--- config.mk ---
export PLATFORM = sky130hd
export DESIGN_NAME = lbus_cycle_ctrl
export DESIGN_NICKNAME = d
export VERILOG_FILES = /design/src/rtl/lbus_pkg.sv /design/src/rtl/lbus_seq.sv /design/src/rtl/lbus_mux_phase.sv /design/src/rtl/lbus_pins.sv /design/src/rtl/lbus_cycle_ctrl.sv
export SDC_FILE = /design/constraint.sdc
export NUM_CORES = 1
export LEC_CHECK = 0
export BUFFER_PORTS_ARGS = -buffer_cell sky130_fd_sc_hd__buf_2
export CAP_MARGIN = 20
export CORE_ASPECT_RATIO = 2
export CORE_MARGIN = 5
export CORE_UTILIZATION = 54
export DETAILED_ROUTE_END_ITERATION = 6
export PLACE_DENSITY = 0.83
export SLEW_MARGIN = 15
export SYNTH_ARGS = -nofsm -noshare
export SYNTH_HDL_FRONTEND = slang
export SYNTH_HIERARCHICAL = 1
export SYNTH_SLANG_ARGS = --single-unit
--- constraint.sdc ---
create_clock -name clk_i -period 4.07 [get_ports clk_i]
set_input_delay 0.407 -clock clk_i [delete_from_list [all_inputs] [get_ports clk_i]]
set_output_delay 0.407 -clock clk_i [all_outputs]
set_load 0.01 [all_outputs]
--- src/rtl/lbus_pkg.sv ---
package lbus_pkg;
  typedef enum logic [2:0] {
    CYC_INTA  = 3'b000,
    CYC_IORD  = 3'b001,
    CYC_IOWR  = 3'b010,
    CYC_HALT  = 3'b011,
    CYC_FETCH = 3'b100,
    CYC_MRD   = 3'b101,
    CYC_MWR   = 3'b110,
    CYC_IDLE  = 3'b111
  } cyc_e;

  typedef enum logic [2:0] {
    ST_TI, ST_T1, ST_T2, ST_T3, ST_TW, ST_T4, ST_TH
  } bus_st_e;

  function automatic logic cyc_is_wr(cyc_e c);
    return (c == CYC_IOWR) || (c == CYC_MWR);
  endfunction

  function automatic logic cyc_is_rd(cyc_e c);
    return (c == CYC_INTA) || (c == CYC_IORD) || (c == CYC_FETCH) || (c == CYC_MRD);
  endfunction
endpackage

--- src/rtl/lbus_seq.sv ---
module lbus_seq
  import lbus_pkg::*;
#(
  parameter int ADDR_W = 20,
  parameter int DATA_W = 16
) (
  input  logic              clk_i,
  input  logic              rst_ni,
  input  logic              req_i,
  input  logic [2:0]        cyc_i,
  input  logic [ADDR_W-1:0] addr_i,
  input  logic              hi_byte_i,
  input  logic [DATA_W-1:0] wdata_i,
  input  logic              ready_i,
  input  logic              hold_req_i,
  input  logic [DATA_W-1:0] mux_i,
  output bus_st_e           state_o,
  output cyc_e              cyc_o,
  output logic [ADDR_W-1:0] addr_o,
  output logic              hi_byte_o,
  output logic [DATA_W-1:0] wdata_o,
  output logic [DATA_W-1:0] rdata_o
);
  bus_st_e state_q, state_d;
  logic    take;

  assign take = (state_q == ST_TI) && !hold_req_i && req_i;

  always_comb begin
    state_d = state_q;
    unique case (state_q)
      ST_TI:   state_d = hold_req_i ? ST_TH : (req_i ? ST_T1 : ST_TI);
      ST_T1:   state_d = ST_T2;
      ST_T2:   state_d = ST_T3;
      ST_T3,
      ST_TW:   state_d = ready_i ? ST_T4 : ST_TW;
      ST_T4:   state_d = hold_req_i ? ST_TH : ST_TI;
      ST_TH:   state_d = hold_req_i ? ST_TH : ST_TI;
      default: state_d = ST_TI;
    endcase
  end

  always_ff @(posedge clk_i or negedge rst_ni) begin
    if (!rst_ni) begin
      state_q   <= ST_TI;
      cyc_o     <= CYC_IDLE;
      addr_o    <= '0;
      hi_byte_o <= 1'b0;
      wdata_o   <= '0;
      rdata_o   <= '0;
    end else begin
      state_q <= state_d;
      if (take) begin
        cyc_o     <= cyc_e'(cyc_i);
        addr_o    <= addr_i;
        hi_byte_o <= hi_byte_i;
        wdata_o   <= wdata_i;
      end
      // capture on the edge that leaves the data phase
      if ((state_q == ST_T3 || state_q == ST_TW) && ready_i && cyc_is_rd(cyc_o))
        rdata_o <= mux_i;
    end
  end

  assign state_o = state_q;
endmodule

--- src/rtl/lbus_mux_phase.sv ---
module lbus_mux_phase
  import lbus_pkg::*;
#(
  parameter int DATA_W = 16
) (
  input  logic              clk_i,
  input  logic              rst_ni,
  input  bus_st_e           state_i,
  input  cyc_e              cyc_i,
  input  logic [DATA_W-1:0] addr_lo_i,
  input  logic [DATA_W-1:0] wdata_i,
  output logic [DATA_W-1:0] mux_o,
  output logic              mux_oe_o
);
  // launched on the falling edge: trails the address bus by half a period
  always_ff @(negedge clk_i or negedge rst_ni) begin
    if (!rst_ni) begin
      mux_o    <= '0;
      mux_oe_o <= 1'b0;
    end else begin
      unique case (state_i)
        ST_T1: begin
          mux_o    <= addr_lo_i;
          mux_oe_o <= 1'b1;
        end
        ST_T2, ST_T3, ST_TW, ST_T4: begin
          mux_o    <= wdata_i;
          mux_oe_o <= cyc_is_wr(cyc_i);
        end
        default: mux_oe_o <= 1'b0;
      endcase
    end
  end
endmodule

--- src/rtl/lbus_pins.sv ---
module lbus_pins
  import lbus_pkg::*;
#(
  parameter int CS_W = 4
) (
  input  bus_st_e         state_i,
  input  cyc_e            cyc_i,
  input  logic            hi_byte_i,
  input  logic            addr0_i,
  input  logic [CS_W-1:0] cs_n_i,
  output logic            hold_ack_o,
  output logic [CS_W-1:0] cs_n_o,
  output logic [2:0]      stat_o,
  output logic            rd_n_o,
  output logic            wr_n_o,
  output logic            data_en_n_o,
  output logic            hi_byte_n_o,
  output logic            wr_hi_n_o,
  output logic            wr_lo_n_o,
  output logic            xmit_o
);
  logic in_cyc, strobe_ph, cmd_ph;

  always_comb begin
    in_cyc    = (state_i == ST_T1) || (state_i == ST_T2) || (state_i == ST_T3) ||
                (state_i == ST_TW) || (state_i == ST_T4);
    strobe_ph = (state_i == ST_T2) || (state_i == ST_T3) || (state_i == ST_TW);
    cmd_ph    = in_cyc && (state_i != ST_T4);
    hold_ack_o  = (state_i == ST_TH);
    cs_n_o      = hold_ack_o ? '1 : cs_n_i;
    stat_o      = cmd_ph ? cyc_i : CYC_IDLE;
    rd_n_o      = !(strobe_ph && cyc_is_rd(cyc_i));
    wr_n_o      = !(strobe_ph && cyc_is_wr(cyc_i));
    data_en_n_o = rd_n_o && wr_n_o;
    hi_byte_n_o = !(in_cyc && hi_byte_i);
    wr_hi_n_o   = hi_byte_n_o || wr_n_o;
    wr_lo_n_o   = addr0_i || wr_n_o;
    xmit_o      = in_cyc && cyc_is_wr(cyc_i);
  end
endmodule

--- src/rtl/lbus_cycle_ctrl.sv ---
module lbus_cycle_ctrl
  import lbus_pkg::*;
#(
  parameter int ADDR_W = 20,
  parameter int DATA_W = 16,
  parameter int CS_W   = 4
) (
  input  logic              clk_i,
  input  logic              rst_ni,
  input  logic              req_i,
  input  logic [2:0]        cyc_i,
  input  logic [ADDR_W-1:0] addr_i,
  input  logic              hi_byte_i,
  input  logic [DATA_W-1:0] wdata_i,
  output logic [DATA_W-1:0] rdata_o,
  output logic              done_o,
  input  logic              ready_i,
  input  logic              hold_req_i,
  output logic              hold_ack_o,
  input  logic [CS_W-1:0]   cs_n_i,
  output logic [CS_W-1:0]   cs_n_o,
  output logic              bus_oe_o,
  output logic [ADDR_W-1:0] addr_o,
  output logic [DATA_W-1:0] mux_o,
  output logic              mux_oe_o,
  input  logic [DATA_W-1:0] mux_i,
  output logic [2:0]        stat_o,
  output logic              rd_n_o,
  output logic              wr_n_o,
  output logic              data_en_n_o,
  output logic              hi_byte_n_o,
  output logic              wr_hi_n_o,
  output logic              wr_lo_n_o,
  output logic              xmit_o
);
  bus_st_e           state;
  cyc_e              cyc_q;
  logic              hi_q;
  logic [DATA_W-1:0] wdata_q;
  logic              mux_oe_raw;

  lbus_seq #(.ADDR_W(ADDR_W), .DATA_W(DATA_W)) u_seq (
    .clk_i, .rst_ni, .req_i, .cyc_i, .addr_i, .hi_byte_i, .wdata_i,
    .ready_i, .hold_req_i, .mux_i,
    .state_o   (state),
    .cyc_o     (cyc_q),
    .addr_o    (addr_o),
    .hi_byte_o (hi_q),
    .wdata_o   (wdata_q),
    .rdata_o   (rdata_o)
  );

  lbus_mux_phase #(.DATA_W(DATA_W)) u_mux (
    .clk_i, .rst_ni,
    .state_i   (state),
    .cyc_i     (cyc_q),
    .addr_lo_i (addr_o[DATA_W-1:0]),
    .wdata_i   (wdata_q),
    .mux_o     (mux_o),
    .mux_oe_o  (mux_oe_raw)
  );

  lbus_pins #(.CS_W(CS_W)) u_pins (
    .state_i   (state),
    .cyc_i     (cyc_q),
    .hi_byte_i (hi_q),
    .addr0_i   (addr_o[0]),
    .cs_n_i, .hold_ack_o, .cs_n_o, .stat_o, .rd_n_o, .wr_n_o,
    .data_en_n_o, .hi_byte_n_o, .wr_hi_n_o, .wr_lo_n_o, .xmit_o
  );

  assign done_o   = (state == ST_T4);
  assign bus_oe_o = !hold_ack_o;
  assign mux_oe_o = mux_oe_raw && !hold_ack_o;
endmodule

======== Yosys cells after proc, flatten, opt, wreduce, memory -nomap -nowiden ========
Cells that the tools add are included.
cells by class
  multiplexer cells ....................... 9
  equality and inequality tests ........... 12
  reductions and logical operators ........ 35
operator list
  cell                                                                   count
  16-bit one-hot mux with 2 select lines                                 1
  3-bit equality test, second input constant                             6
  3-bit one-hot mux with 5 select lines                                  1
  1-bit logical OR                                                       13
  1-bit logical AND                                                      11
  3-bit by 2-bit equality test with 1-bit output, second input constant  3
  3-bit two-way mux                                                      3
  3-bit by 1-bit equality test with 1-bit output, second input constant  2
  3-bit logical NOT                                                      2
  1-bit logical NOT                                                      5
  4-bit two-way mux                                                      1
  2-bit OR reduction                                                     2
  4-bit OR reduction                                                     1
  3-bit != test, second input constant                                   1
  1-bit two-way mux                                                      2
  1-bit one-hot mux with 2 select lines                                  1
  2-bit nonzero test                                                     1
word-level totals
  flip-flop bits (word level) ............. 76
  logic and storage cells ................. 64
  bits of input ports ..................... 65
  output and inout port bits .............. 70

======== Depth between registers and ports, before layout ========
Gate-level depths: netlist of run 1.
  word-level depth ........................ 8
  depth in mapped cells ................... 5
  gate-level depth less buffers ........... 3

======== Cells and area by module ========
Netlist of run 1, hierarchy kept.
by module, submodules not included
  module           seq. area each (um2)  area each (um2)  instances  cells each
  lbus_seq         1,480.2               2,488.6          1          139
  lbus_mux_phase   425.4                 1,231.2          1          110
  lbus_pins        0.0                   155.1            1          24
  lbus_cycle_ctrl  0.0                   18.8             1          3

==> results of run 1 <==
[metrics by stage]
stage | instances | setup WS, ps
after global routing | 509 | 405.3
after CTS | 509 | 474.9
final | 509 | 479.4
after floorplan | 276 | 586.9
after global placement | 493 | 537.0
after detailed placement | 493 | 481.1
[cell usage in the layout (no fill, tap or decap), drive strengths merged]
cell,Yosys,layout
o2bb2ai,1,1
dfstp,3,3
and4,1,1
o211a,1,1
o211ai,2,2
clkbuf,3,9
nor2b,5,5
clkinvlp,0,3
nand2b,5,5
dfrtn,17,17
mux2i,17,17
a21oi,1,1
nor2,3,3
o21ai,20,20
inv,6,6
nand3,1,1
nand2,18,18
dfrtp,56,56
nor3b,2,2
o21bai,1,1
o21a,1,1
mux2,88,88
and3,2,2
maj3,1,1
buf,13,143
a211o,1,1
clkinv,0,2
and3b,2,2
or3,1,1
nand3b,4,4
bufinv,0,2
[final timing paths]
path,startpoint,depth (start not counted),to,slack (ps)
setup / recovery,u_seq/state_o[2],4,u_mux/mux_o[0],480
hold / removal,rst_ni,1,u_seq/wdata_o[4],80
setup reg to reg,u_seq/state_o[2],4,u_mux/mux_o[0],480
min in group clk_i,cyc_i[0],2,u_seq/cyc_o[0],300
max in group asynchronous,rst_ni,1,u_mux/mux_o[0],1650
hold reg to reg,u_seq/rdata_o[2],1,u_seq/rdata_o[2],500
[power breakdown]
group	total, W	internal [W]	switching [W]
combinational	0.00202	0.00115	0.000871
sequential	0.00149	0.00115	0.000332
clock	0.000844	0.000533	0.000311
[kinds of logic (layout without fill, tap and decap cells)]
| group | count (synthesis) | in the layout | share of synthesized area |
|---|---|---|---|
| adders and majority gates | 1 | 1 | 0.002571 |
| AOI/OAI and AO/OA | 28 | 28 | 0.04177 |
| muxes | 105 | 105 | 0.3541 |
| buffers and inverters | 22 | 165 | 0.04723 |
| DFF | 76 | 76 | 0.4894 |
| and+or+nand+nor | 44 | 44 | 0.06491 |
[final cells by class]
cell class / instances / area [µm²]
clock buffers: 9 / 225.2
clock inverters: 7 / 91.34
fillers: 546 / 2064
inverters: 6 / 22.52
multi-input cells: 178 / 1805
flip-flops and latches: 76 / 1907
well taps: 90 / 112.6
repair buffers: 143 / 765.7
[critical path, stage by stage (launching register included)]
cell     delay [ps]
dfrtp_2         610
buf_4           300
mux2_2          360
nand2_1          70
o21ai_1          60
[state kept, by name (all words and copies together), names as in the netlist]
| name | count |
|---|---|
| u_mux/mux_o | 16 |
| u_mux/mux_oe_o | 1 |
| u_seq/addr_o | 20 |
| u_seq/cyc_o | 3 |
| u_seq/hi_byte_o | 1 |
| u_seq/rdata_o | 16 |
| u_seq/state_o | 3 |
| u_seq/wdata_o | 16 |
[per-layer routing]
layer | track usage | vias to the layer above | routed length, µm
met5 | 0 | - | 0
met4 | 0.08691 | 0 | 159
met3 | 0.05474 | 12 | 440
met2 | 0.3759 | 84 | 5111
met1 | 0.2358 | 1360 | 3470
li1 | - | 1255 | -
==> results.json, run 1 <==
{
  "hold_viol_final": 0,
  "dr.pass1.iters": 4,
  "vias": 2711,
  "crit_path_end_kind": "flop",
  "diodes": 0,
  "seq_area_frac_synth": 0.4894,
  "ctsLongestPathBuffers": 2,
  "setup_tns_ps": 0,
  "synth_area_leader_cell": "dfrtp_1",
  "grt_pass1_vias": 2921,
  "cts_tree": "done",
  "root_buffer": "clkbuf_16",
  "postSynthAreaPerCell_um2": 14.11,
  "grt_pass1_wl_um": 14790,
  "netlist-cell-type-count": 35,
  "worstSkewPairLatency_ps": 340,
  "leakage_nw": 2.481,
  "critical_path_arrival_ps": 1730,
  "whs_ps": 79.70,
  "async_flop_share": 1.000,
  "ys_top_cells_by_area": "dfrtp_1 (36%), mux2_4 (22%), dfrtn_1 (11%)",
  "dieWidth_um": 70.05,
  "fp.dieH_um": 130.1,
  "drt_wl_total_um": 9181,
  "power_density_nw_per_um2": 882.2,
  "path_max_fanout": 16,
  "cts_resized": 0,
  "placement.io_buffers": 134,
  "htree_levels": 3,
  "place.gp.congestion": 0.7912,
  "max_slew_margin": 0.4272,
  "layout-drive-gt1-share": 0.6062,
  "grt_max_degree": 47,
  "finalInstanceArea_um2": 4930,
  "startpoint_type": "flop",
  "synth-seq-cells": 76,
  "worst_pin_slew_ps": 859.2,
  "required_ps": 2210,
  "synth_top_cell_area_share": 0.3599,
  "cts_setup_buffers": 0,
  "min_path_type": "in2async",
  "coreArea_um2": 6994,
  "fin_worst_skew_ps": 10.87,
  "ir_drop_mv": 0.4982,
  "synth-main-ff-cell": "dfrtp_1",
  "path_clk_slew_ps": 60,
  "yosysWarnings": 6,
  "fin_util": 0.7048,
  "cap_violations": 0,
  "dp_hpwl_um": 6617,
  "grt_overflow": 0,
  "antenna_left": 0,
  "antenna_found_initial": 0,
  "syn_nets": 341,
  "wl_per_cell_um": 18.04,
  "syn_to_final_growth_pct": 26.61,
  "numClockSinks": 76,
  "rows": 43,
  "synth-edff-count": 0,
  "status": "completed",
  "nNetsFinal": 479,
  "yosys-top-cells-count": "mux2_4 (58), dfrtp_1 (56), mux2_2 (29)",
  "vias_per_cell": 5.326,
  "cts_hold_buf": 0,
  "initial_utilization": 0.5567,
  "grtUsageTotal": 0.2101,
  "worstSetupPathType": "reg2reg",
  "drcViolationCount": 0,
  "drtIter0Drc": 152,
  "power.total_w": 0.004349,
  "maxSlewViolCount": 0,
  "ios": 135,
  "numCtsBuffers": 9,
  "syn-cell-area_um2": 3894,
  "dieArea_um2": 9112,
  "yosysMostFrequentCell": "mux2_4",
  "rsz0062_at_grt": "false",
  "placed_area_um2": 4613,
  "postSynthCellCount": 276,
  "setup_violations": 0
}
No activity file was read; power rests on OpenSTA's default activity.
==> run 2, diff against run 1 <==
--- a/config.mk
+++ b/config.mk
@@ -9,9 +9,10 @@
 export CAP_MARGIN = 20
 export CORE_ASPECT_RATIO = 2
 export CORE_MARGIN = 5
-export CORE_UTILIZATION = 54
+export CORE_UTILIZATION = 56
+export CTS_BUF_LIST = sky130_fd_sc_hd__clkbuf_8
 export DETAILED_ROUTE_END_ITERATION = 6
-export PLACE_DENSITY = 0.83
+export PLACE_DENSITY = 0.86
 export SLEW_MARGIN = 15
 export SYNTH_ARGS = -nofsm -noshare
 export SYNTH_HDL_FRONTEND = slang
==> results.json, run 2 (same netlist as run 1, synthesis figures left out) <==
{
  "power.net_switching_w": 0.001453,
  "reg2reg_slack_ps": 620,
  "nNetsFinal": 481,
  "cts_resized": 0,
  "root_buffer": "clkbuf_8",
  "drt_wl_total_um": 8680,
  "route.met3.wl_um": 482,
  "layout-drive-gt1-share": 0.6057,
  "numCtsBuffers": 9,
  "place.gp.congestion": 0.7940,
  "grt_max_degree": 58,
  "worst_pin_slew_ps": 825.7,
  "final_common_cell": "buf_2",
  "required_ps": 2200,
  "coreArea_um2": 6887,
  "diodes": 0,
  "ios": 135,
  "path_clk_slew_ps": 70,
  "cts_hold_buf": 0,
  "cts_setup_buffers": 0,
  "cts_tree": "done",
  "internal_power_w": 0.002605,
  "finalInstanceArea_um2": 4811,
  "largest_reg_flops": 20,
  "worstSkewPairLatency_ps": 360,
  "ir_drop_mv": 0.3980,
  "antenna_left": 0,
  "power_density_nw_per_um2": 843.6,
  "regMostFlops": "u_seq/addr_o",
  "setup_violations": 0,
  "antenna_found_initial": 0,
  "finalWorstSetupSlack_ps": 618.1,
  "p_sw_frac": 0.3581,
  "numClockSinks": 76,
  "initial_utilization": 0.5654,
  "maxSlewViolCount": 0,
  "dp_cells": 495,
  "pwr-share-comb": 0.501,
  "dieArea_um2": 8822,
  "fin_cells": 511,
  "startpoint_type": "flop",
  "hold_viol_final": 0,
  "ctsLongestPathBuffers": 2,
  "vias": 2632,
  "rows": 43,
  "grt_overflow": 0,
  "htree_levels": 3,
  "power.total_w": 0.004058,
  "vias_per_cell": 5.151,
  "max_slew_margin": 0.4495,
  "dieWidth_um": 68.96,
  "fin_worst_skew_ps": 21.89,
  "dr.pass1.iters": 6,
  "dp_hpwl_um": 6364,
  "p_seq_frac": 0.359,
  "worstSetupPathType": "reg2reg",
  "cap_violations": 0,
  "fp.dieH_um": 127.9,
  "final_cell_mix": "buf_2 (133), mux2_4 (58), dfrtp_1 (55)",
  "grt_pass1_wl_um": 13590,
  "setup_tns_ps": 0,
  "rsz0062_at_grt": "false",
  "drtIter0Drc": 129,
  "placement.io_buffers": 134,
  "met2_length_um": 4754,
  "grt_pass1_vias": 2809,
  "status": "completed",
  "post-place-ws_ps": 651.3,
  "power_frac_clock": 0.140,
  "met1_length_um": 3226,
  "path_max_fanout": 8,
  "rr_worst_depth": 4,
  "grtUsageTotal": 0.2104,
  "crit_path_end_kind": "flop",
  "critical_path_arrival_ps": 1580,
  "placed_area_um2": 4616,
  "wl_per_cell_um": 16.99,
  "min_path_type": "in2async",
  "leakage_nw": 2.445,
  "drcViolationCount": 0,
  "top_layer": "met4",
  "syn_to_final_growth_pct": 23.55
}
run 2: changes by cell type in the layout (fill, tap and decap cells not counted), sizes merged:
cell,before,now
buf,143,145
clkinv,2,1
inv,6,8
clkbuf,9,10
clkinvlp,3,2
bufinv,2,1
run 2: critical path, stage by stage, from the launching register on:
cell	delay, ps
dfrtp_2	500
buf_4	220
mux2_2	360
nand2_1	80
o21ai_1	70
run 2: power groups by stage:
stage               clock network, W  registers [W]  logic, W
detailed placement                 0        0.00147   0.00204
finish                      0.000567        0.00146   0.00203
floorplan                          0        0.00152   0.00136
global placement                   0        0.00145   0.00198
global route                0.000615        0.00151   0.00220
CTS                         0.000586        0.00146   0.00205
run 2: worst paths after layout:
| path | to | from |
|---|---|---|
| worst min-delay path | u_seq/addr_o[8] | rst_ni |
| max in group asynchronous | u_mux/mux_o[14] | rst_ni |
| worst max-delay path | u_mux/mux_o[10] | u_seq/state_o[2] |
| worst max register to register | u_mux/mux_o[10] | u_seq/state_o[2] |
| worst min register to register | u_seq/rdata_o[0] | u_seq/rdata_o[0] |
| min in group clk_i | u_seq/addr_o[17] | addr_i[17] |
run 2: area by class of cell:
class	count	area (µm²)
sequential	76	1907
tap	90	112.6
timing repair buffer	145	768.2
fill	543	2076
inverter	6	22.52
clock buffer	10	137.6
clock inverter	6	57.56
multi-input combinational	178	1805
run 2: per-layer routing:
metal	up-vias	global-route usage
li1	1250	-
met1	1290	0.2299
met2	76	0.3688
met3	16	0.05526
met4	0	0.08851
met5	-	0
run 2: per-stage QoR:
stage | hold WS, ps | util
2_1_floorplan | 111.4 | -
3_3_place_gp | 486.0 | 0.6702
3_5_place_dp | 489.5 | 0.6702
4_1_cts | 112.2 | 0.6986
5_1_grt | 152.8 | 0.6986
6_report | 102.1 | 0.6986
==> run 3, diff against run 2 <==
--- a/config.mk
+++ b/config.mk
@@ -5,14 +5,15 @@
 export SDC_FILE = /design/constraint.sdc
 export NUM_CORES = 1
 export LEC_CHECK = 0
+export ABC_AREA = 1
 export BUFFER_PORTS_ARGS = -buffer_cell sky130_fd_sc_hd__buf_2
 export CAP_MARGIN = 20
 export CORE_ASPECT_RATIO = 2
 export CORE_MARGIN = 5
-export CORE_UTILIZATION = 56
+export CORE_UTILIZATION = 46
 export CTS_BUF_LIST = sky130_fd_sc_hd__clkbuf_8
 export DETAILED_ROUTE_END_ITERATION = 6
-export PLACE_DENSITY = 0.86
+export PLACE_DENSITY = 0.76
 export SLEW_MARGIN = 15
 export SYNTH_ARGS = -nofsm -noshare
 export SYNTH_HDL_FRONTEND = slang
==> constraint.sdc (replaced) <==
create_clock -name clk_i -period 2.94 [get_ports clk_i]
set_input_delay 0.294 -clock clk_i [delete_from_list [all_inputs] [get_ports clk_i]]
set_output_delay 0.294 -clock clk_i [all_outputs]
set_load 0.01 [all_outputs]
==> results.json, run 3 <==
{
  "wl_per_cell_um": 13.02,
  "critical_path_arrival_ps": 2440,
  "syn_to_final_growth_pct": 24.97,
  "top_layer": "met4",
  "reg2reg_slack_ps": 220,
  "worst_pin_slew_ps": 524.9,
  "yosysWarnings": 6,
  "met2_length_um": 4187,
  "finalInstanceArea_um2": 4546,
  "p_seq_frac": 0.370,
  "ios": 135,
  "numCtsBuffers": 9,
  "async_flop_share": 1.000,
  "power.net_switching_w": 0.002180,
  "fp.dieH_um": 135.8,
  "route.met3.wl_um": 760,
  "power_frac_clock": 0.159,
  "pwr-share-comb": 0.471,
  "antenna_left": 0,
  "yosys-top-cells-count": "nand2_1 (185), nand3_1 (59), dfrtp_1 (56)",
  "whs_path_depth": 3,
  "htree_levels": 3,
  "fillCellCount": 764,
  "grt_overflow": 0,
  "startpoint_type": "flop",
  "maxSlewViolCount": 0,
  "layout-drive-gt1-share": 0.3185,
  "setup_violations": 0,
  "syn_nets": 512,
  "syn-cell-area_um2": 3637,
  "coreArea_um2": 7828,
  "synth_top_cell_area_share": 0.3853,
  "nNetsFinal": 644,
  "required_ps": 2650,
  "crit_path_end_kind": "primary output",
  "vias": 3318,
  "yosysMostFrequentCell": "nand2_1",
  "placed_area_um2": 4332,
  "grt_pass1_vias": 3303,
  "vias_per_cell": 4.879,
  "grt_pass1_wl_um": 14920,
  "worstSkewPairLatency_ps": 340,
  "postSynthAreaPerCell_um2": 8.137,
  "largest_reg_flops": 20,
  "seq_area_frac_synth": 0.5239,
  "rr_worst_depth": 6,
  "finalWorstSetupSlack_ps": 205.7,
  "synth_area_leader_cell": "dfrtp_1",
  "power_density_nw_per_um2": 1103,
  "dieWidth_um": 72.88,
  "r2r-end": "u_mux/mux_o[6]",
  "postSynthCellCount": 447,
  "holdCritStartpoint": "cyc_i[2]",
  "path_clk_slew_ps": 80,
  "drt_wl_total_um": 8852,
  "internal_power_w": 0.002835,
  "setup_tns_ps": 0,
  "numClockSinks": 76,
  "leakage_nw": 2.699,
  "regMostFlops": "u_seq/addr_o",
  "drcViolationCount": 0,
  "p_sw_frac": 0.4347,
  "met1_length_um": 3807,
  "root_buffer": "clkbuf_8",
  "synth-seq-cells": 76,
  "ctsLongestPathBuffers": 2,
  "max_slew_margin": 0.6501,
  "synth-main-ff-cell": "dfrtp_1",
  "final_cell_mix": "nand2_1 (185), buf_2 (133), nand3_1 (59)",
  "reg2reg_from": "u_seq/state_o[2]",
  "antenna_found_initial": 0,
  "grtUsageTotal": 0.1894,
  "grt_max_degree": 44,
  "final_common_cell": "nand2_1",
  "hold_viol_final": 0,
  "ir_drop_mv": 0.6519,
  "status": "completed",
  "rows": 46,
  "ys_top_cells_by_area": "dfrtp_1 (39%), nand2_1 (19%), dfrtn_1 (12%)",
  "dp_hpwl_um": 6535,
  "min_path_type": "in2reg",
  "dr.pass1.iters": 4,
  "diodes": 0,
  "cap_violations": 0,
  "netlist-cell-type-count": 32,
  "rsz0062_at_grt": "false",
  "placement.io_buffers": 134,
  "path_max_fanout": 1,
  "post-place-ws_ps": 245.1,
  "worstSetupPathType": "reg2out",
  "dieArea_um2": 9893,
  "fin_util": 0.5807,
  "hold_end": "u_seq/cyc_o[2]",
  "synth-edff-count": 0,
  "initial_utilization": 0.4647,
  "cts_tree": "done",
  "place.gp.congestion": 0.8123,
  "drtIter0Drc": 237,
  "fin_worst_skew_ps": 13.71
}
[run 3: cell count changes after synthesis, moves of 7 or more]
cell	before	now
o21ai_0	11	3
nand4_1	0	16
o21ai_1	9	2
inv_1	6	46
mux2_2	29	0
mux2i_1	17	0
nand2_1	18	185
nand3_1	1	59
mux2_4	58	0
nand2_2	0	11
[run 3: logic make-up (layout without fill, tap and decap cells)]
group | after synthesis | after routing | synth area share
AOI/OAI and AO/OA | 10 | 10 | 0.01582
DFF | 76 | 76 | 0.5239
and+or+nand+nor | 288 | 288 | 0.3619
buffers and inverters | 73 | 210 | 0.09838
[run 3: layer usage]
metal / track usage / vias up
met5: 0 / -
met4: 0.06160 / 0
met3: 0.04606 / 8
met2: 0.2993 / 132
met1: 0.2537 / 1521
li1: - / 1657
[run 3: final cells by class]
type / instances / area [µm²] / area share
flip-flops and latches: 76 / 1906 / 0.4192
clock inverters: 5 / 52.55 / 0.01156
well taps: 96 / 120.1 / 0.02642
inverters: 51 / 198.9 / 0.04377
clock buffers: 11 / 151.4 / 0.03331
multi-input cells: 298 / 1374 / 0.3022
repair buffers: 143 / 743.2 / 0.1635
[run 3: worst max-delay path: stages, from the launching register on]
cell     delay (ps)
dfrtn_1         390
inv_1            50
nor2_1           70
buf_2           130
[run 3: power groups by stage]
| stage | registers, W | clock network, W | logic (W) |
|---|---|---|---|
| finish | 0.00186 | 0.000796 | 0.00236 |
| global placement | 0.00187 | 0 | 0.00233 |
| detailed placement | 0.00187 | 0 | 0.00238 |
| CTS | 0.00186 | 0.000826 | 0.00239 |
| global route | 0.00192 | 0.000868 | 0.00268 |
| floorplan | 0.00200 | 0 | 0.00150 |
[run 3: per-stage QoR]
stage / std cells / power (W) / hold slack, ps
after floorplan: 447 / 0.003503 / -1.591
after global placement: 663 / 0.004194 / 317.8
after detailed placement: 663 / 0.004251 / 312.1
after CTS: 680 / 0.005074 / 140.7
after global routing: 680 / 0.005472 / 155.2
final: 680 / 0.005015 / 162.3
[run 3: worst max path at each step]
| stage | end | from |
|---|---|---|
| after floorplan | u_mux/mux_o[0] | u_seq/state_o[1] |
| after global placement | u_mux/mux_o[7] | u_seq/state_o[2] |
| after detailed placement | u_mux/mux_o[0] | u_seq/state_o[2] |
| after CTS | mux_oe_o | u_mux/mux_oe_o |
| after global routing | u_mux/mux_o[3] | u_seq/state_o[2] |
| final | mux_oe_o | u_mux/mux_oe_o |
[run 3: repair_timing]
| item | in CTS | in global routing |
|---|---|---|
| hold endpoints to repair | 24 | 0 |
| resized for setup | 0 | 0 |
| buffers inserted | 0 | 0 |
| hold buffers | 1 | 0 |
